$ cat src/rtl/score_readout_pkg.sv
package score_readout_pkg;

    parameter int NUM_SCORES  = 10;
    parameter int SCORE_W     = 8;
    parameter int SYNC_DEPTH  = 2;

    typedef struct packed {
        logic sclk;
        logic cs;
        logic start;
    } host_lines_t;

    localparam int HOST_LINES = $bits(host_lines_t);

    typedef enum logic [1:0] {
        RUN_IDLE = 2'd0,
        RUN_BUSY = 2'd1,
        RUN_DONE = 2'd2
    } run_state_t;

    function automatic int unsigned step_pos(int unsigned pos, int unsigned last);
        return (pos >= last) ? last : pos + 1;
    endfunction

endpackage

$ cat src/rtl/line_sync.sv
module line_sync #(
    parameter int W      = 3,
    parameter int STAGES = 2
) (
    input  logic         clk,
    input  logic         rst,
    input  logic [W-1:0] raw,
    output logic [W-1:0] level,
    output logic [W-1:0] rise
);
    logic [W-1:0] last_level;

    for (genvar g = 0; g < W; g++) begin : g_bit
        logic [STAGES-1:0] chain;
        always_ff @(posedge clk) begin
            if (rst) chain <= '0;
            else     chain <= {chain[STAGES-2:0], raw[g]};
        end
        assign level[g] = chain[STAGES-1];
    end

    always_ff @(posedge clk) begin
        if (rst) last_level <= '0;
        else     last_level <= level;
    end

    assign rise = level & ~last_level;

    for (genvar g = 0; g < W; g++) begin : g_chk
        p_edge_single_r2: assert property (@(posedge clk) disable iff (rst)
            rise[g] |=> !rise[g]);
    end
endmodule

$ cat src/rtl/run_control.sv
module run_control
    import score_readout_pkg::*;
#(
    parameter int N = NUM_SCORES,
    parameter int W = SCORE_W
) (
    input  logic         clk,
    input  logic         rst,
    input  logic         start_rise,
    input  logic         core_done,
    input  logic [N*W-1:0] core_result,
    output logic         core_start,
    output logic         done,
    output logic [N*W-1:0] held
);
    run_state_t state;

    always_ff @(posedge clk) begin
        if (rst) begin
            state      <= RUN_IDLE;
            core_start <= 1'b0;
            held       <= '0;
        end else begin
            core_start <= start_rise;
            if (start_rise) begin
                state <= RUN_BUSY;
            end else if (state == RUN_BUSY && core_done) begin
                state <= RUN_DONE;
                held  <= core_result;
            end
        end
    end

    assign done = (state == RUN_DONE);

    p_start_clears_r2: assert property (@(posedge clk) disable iff (rst)
        start_rise |=> (!done && core_start));
    p_pulse_short_r2: assert property (@(posedge clk) disable iff (rst)
        core_start |=> !core_start);
    p_done_cause_r3: assert property (@(posedge clk) disable iff (rst)
        $rose(done) |-> $past(core_done));
    p_idle_ignore_r4: assert property (@(posedge clk) disable iff (rst)
        (core_done && state != RUN_BUSY && !start_rise) |=> $stable(done));
    p_held_frozen_r5: assert property (@(posedge clk) disable iff (rst)
        !(state == RUN_BUSY && core_done) |=> $stable(held));
endmodule

$ cat src/rtl/score_shifter.sv
module score_shifter
    import score_readout_pkg::*;
#(
    parameter int N = NUM_SCORES,
    parameter int W = SCORE_W
) (
    input  logic           clk,
    input  logic           rst,
    input  logic           cs,
    input  logic           sclk_rise,
    input  logic [N*W-1:0] held,
    output logic [W-1:0]   data
);
    localparam int PW = (N > 1) ? $clog2(N) : 1;
    localparam int unsigned LAST = N - 1;

    logic [PW-1:0] pos;

    always_ff @(posedge clk) begin
        if (rst) begin
            pos  <= '0;
            data <= '0;
        end else if (!cs) begin
            pos <= '0;
        end else if (sclk_rise) begin
            data <= held[pos*W +: W];
            pos  <= PW'(step_pos(int'(pos), LAST));
        end
    end

    p_pos_range_r8: assert property (@(posedge clk) disable iff (rst)
        int'(pos) <= LAST);
    p_cs_home_r6: assert property (@(posedge clk) disable iff (rst)
        !cs |=> pos == '0);
    p_data_quiet_r9: assert property (@(posedge clk) disable iff (rst)
        (!sclk_rise || !cs) |=> $stable(data));
endmodule

$ cat src/rtl/score_readout.sv
module score_readout
    import score_readout_pkg::*;
#(
    parameter int N      = NUM_SCORES,
    parameter int W      = SCORE_W,
    parameter int STAGES = SYNC_DEPTH
) (
    input  logic           clk,
    input  logic           rst,
    input  logic           host_sclk,
    input  logic           host_cs,
    input  logic           host_start,
    output logic [W-1:0]   host_data,
    output logic           host_done,
    output logic           core_start,
    input  logic           core_done,
    input  logic [N*W-1:0] core_result
);
    host_lines_t raw_lines, sync_level, sync_rise;
    logic [N*W-1:0] held;

    assign raw_lines = '{sclk: host_sclk, cs: host_cs, start: host_start};

    line_sync #(.W(HOST_LINES), .STAGES(STAGES)) u_sync (
        .clk   (clk),
        .rst   (rst),
        .raw   (raw_lines),
        .level (sync_level),
        .rise  (sync_rise)
    );

    run_control #(.N(N), .W(W)) u_run (
        .clk         (clk),
        .rst         (rst),
        .start_rise  (sync_rise.start),
        .core_done   (core_done),
        .core_result (core_result),
        .core_start  (core_start),
        .done        (host_done),
        .held        (held)
    );

    score_shifter #(.N(N), .W(W)) u_shift (
        .clk       (clk),
        .rst       (rst),
        .cs        (sync_level.cs),
        .sclk_rise (sync_rise.sclk),
        .held      (held),
        .data      (host_data)
    );
endmodule

$ cat config.mk
export PLATFORM = sky130hd
export DESIGN_NAME = score_readout
export DESIGN_NICKNAME = d
export VERILOG_FILES = /design/src/rtl/score_readout_pkg.sv /design/src/rtl/line_sync.sv /design/src/rtl/run_control.sv /design/src/rtl/score_shifter.sv /design/src/rtl/score_readout.sv
export SDC_FILE = /design/constraint.sdc
export NUM_CORES = 1
export LEC_CHECK = 0
export ABC_AREA = 1
export BUFFER_PORTS_ARGS = -buffer_cell sky130_fd_sc_hd__buf_2
export CORE_MARGIN = 5
export CORE_UTILIZATION = 56
export CTS_CLUSTER_DIAMETER = 120
export DETAILED_ROUTE_END_ITERATION = 12
export GPL_ROUTABILITY_DRIVEN = 0
export PLACE_DENSITY_LB_ADDON = 0.3
export SLEW_MARGIN = 0
export SYNTH_ARGS = -nofsm -noshare
export SYNTH_HDL_FRONTEND = slang
export SYNTH_HIERARCHICAL = 1
export SYNTH_SLANG_ARGS = --single-unit
$ cat constraint.sdc
create_clock -name clk -period 1.65 [get_ports clk]
set_input_delay 0.33 -clock clk [delete_from_list [all_inputs] [get_ports clk]]
set_output_delay 0.33 -clock clk [all_outputs]
set_load 0.01 [all_outputs]
==> flow_summary.yaml <==
setup_path:
  cpPeakStageDelay_ns: 0.52
  reg2reg_slack_ns: 0.21
  worstPathArrival_ns: 1.77
  crit_path_cell_trace: "inv_2 > ha_1 > nand3b_1 > nand2_1 > nand3_1 > o21ai_0 > nand2_1 > inv_1"
  crit_family: "flip-flops"
  cp-start-kind: "flop"
  worst_setup_path_end_kind: "flop"
  crit_fanout: 7
  critPathBufInv: 2
  crit_required_ns: 1.98
  criticalPathCategory: "flop to flop"
  cpMaxStageDelayCell: "dfxtp_1"
  cp_common_cell: "nand2_1"
sta:
  rsz0062_at_grt: "no"
  slew_violations: 0
  clock.fmax_mhz: 695
  worst_pin_slew_ns: 0.400
  setup_tns_ns: 0
  skew_ns: 0.0102
  min_period_ns: 1.44
  final.period_utilization_pct: 87.3
  worst_slack_ns: 0.210
  slew-limit-headroom_pct: 73.4
  setup_viol: 0
  hold_viol: 0
clocking:
  clk_latency_ns: 0.37
  cts_tree: "built"
  cts_buffer_depth: 2
  cts_root_buffer: "clkbuf_8"
  path_clk_slew_ns: 0.10
  cts_setup_buffers: 0
  cts_resized: 0
  clock_sinks: 103
  h-tree-depth: 3
  hold_buffers: 0
  cts_buffers: 9
pwr:
  power_density_mw_per_mm2: 806
  power_frac_clock_pct: 35.6
  switching_share_pct: 25.6
  peakVddDrop_mv: 0.629
  p_sw_mw: 1.27
  seqPwrFrac_pct: 52.7
  leakagePower_nw: 3.02
  power_frac_comb_pct: 11.6
  intPower_mw: 3.68
global_routing:
  grt_antenna_before_repair: 0
  grt_pass1_wl_um: 20400
  first_global_vias: 4477
  grt_max_degree: 65
  grtUsageTotal_pct: 21.3
  overflow: 0
die:
  initial_core_util_pct: 57.8
  dieWidth_um: 108
  io_pins: 96
  core_area_mm2: 0.00928
  die-area_mm2: 0.0116
  die_h_um: 108
  row_count: 35
drt:
  drc_errors: 0
  drt_iter0_drc: 315
  drtPass1Iterations: 6
  drt.antenna.violating_nets: 0
  drt-total-wl_um: 12300
  vias: 5162
  avgViaCountPerCell: 4.93
  wire_per_inst_um: 11.7
final_layout:
  syn2layout_area_growth_pct: 14.5
  drive_gt1_share_pct: 16.0
  layout.nets: 1003
  diodes: 0
  finish.utilization_pct: 66.1
synth:
  syn_inst: 845
  avgSynthCellArea_um2: 6.35
  syn_area_mm2: 0.00536
  synthesis.nets: 934
  yosysWarnings: 6
placement:
  hpwl_um: 8480
  numPortBuffers: 95
  pre_cts_ws_ns: 0.230
flow_run:
  maxCapViolCount: 0
status:
  status: "finished, final reports clean"
min_path:
  hold_class: "input port to flop"
-- state kept, by name (all words and copies together) (netlist names) --
signal              flops
u_run/held             80
u_shift/data            8
u_sync/g_bit.chain      6
u_shift/pos             4
u_run/state             2
u_sync/last_level       2
u_run/core_start        1
-- cells in the final DEF, fill, tap and decap left out --
master / instances
nor2_1: 100
nand4_1: 1
nand2_1: 183
dfxtp_1: 103
buf_4: 15
o211ai_1: 1
inv_1: 145
clkinv_4: 1
ha_1: 3
inv_2: 2
buf_12: 7
inv_6: 1
clkinv_1: 1
nand3_4: 1
clkbuf_8: 9
o21ai_0: 11
nand3b_1: 1
a21oi_1: 91
inv_8: 1
a21oi_2: 8
buf_2: 95
nand3_1: 131
inv_4: 2
bufinv_16: 2
nor2_4: 1
a31oi_1: 1
clkinvlp_4: 2
-- worst reg2reg max path, cell delays in order (launching register included) --
cell	delay, ns
dfxtp_1	0.52
inv_2	0.14
ha_1	0.20
nand3b_1	0.17
nand2_1	0.11
nand3_1	0.07
o21ai_0	0.07
nand2_1	0.08
inv_1	0.05
-- power groups by stage --
stage                     registers [mW]  clock network [mW]  logic (mW)
final                               2.61                1.76       0.576
after floorplan                     2.66                   0       0.386
after global placement              2.66                   0       0.571
after detailed placement            2.67                   0       0.573
after global routing                2.62                1.89       0.661
after CTS                           2.61                1.79       0.577
-- metrics by stage --
stage	area (um^2)	instances	power [mW]	hold slack, ns
after global placement	5910	1032	3.24	0.390
after CTS	6140	1048	4.98	0.142
after detailed placement	5910	1032	3.24	0.392
after global routing	6140	1048	5.17	0.144
after floorplan	5360	845	3.04	0.388
final	6140	1048	4.95	0.151
-- area by class of cell --
| type | count | area (um^2) |
|---|---|---|
| timing repair buffer | 117 | 728 |
| clock buffer | 9 | 124 |
| inverter | 150 | 568 |
| multi-input combinational | 533 | 2390 |
| clock inverter | 7 | 104 |
| fill | 888 | 3140 |
| sequential | 103 | 2060 |
| tap | 129 | 161 |
-- per-layer routing --
metal  up-vias  share of wire, %  GRT usage, %
met2       138                47          34.4
met5         -                 0             0
met1      2276                47          29.2
li1       2735                 -             -
met4         0               1.2          6.04
met3        13               4.9          3.60
-- path summary, 6_finish.rpt --
kind | from | to | depth (start not counted)
max | u_shift/pos[1] | u_shift/pos[1] | 8
min reg2reg | u_sync/g_bit[1].chain[0] | u_sync/g_bit[1].chain[1] | 2
max reg2reg | u_shift/pos[1] | u_shift/pos[1] | 8
min | host_sclk | u_sync/g_bit[2].chain[0] | 3
Note: power is estimated with default switching activity, not from simulation.
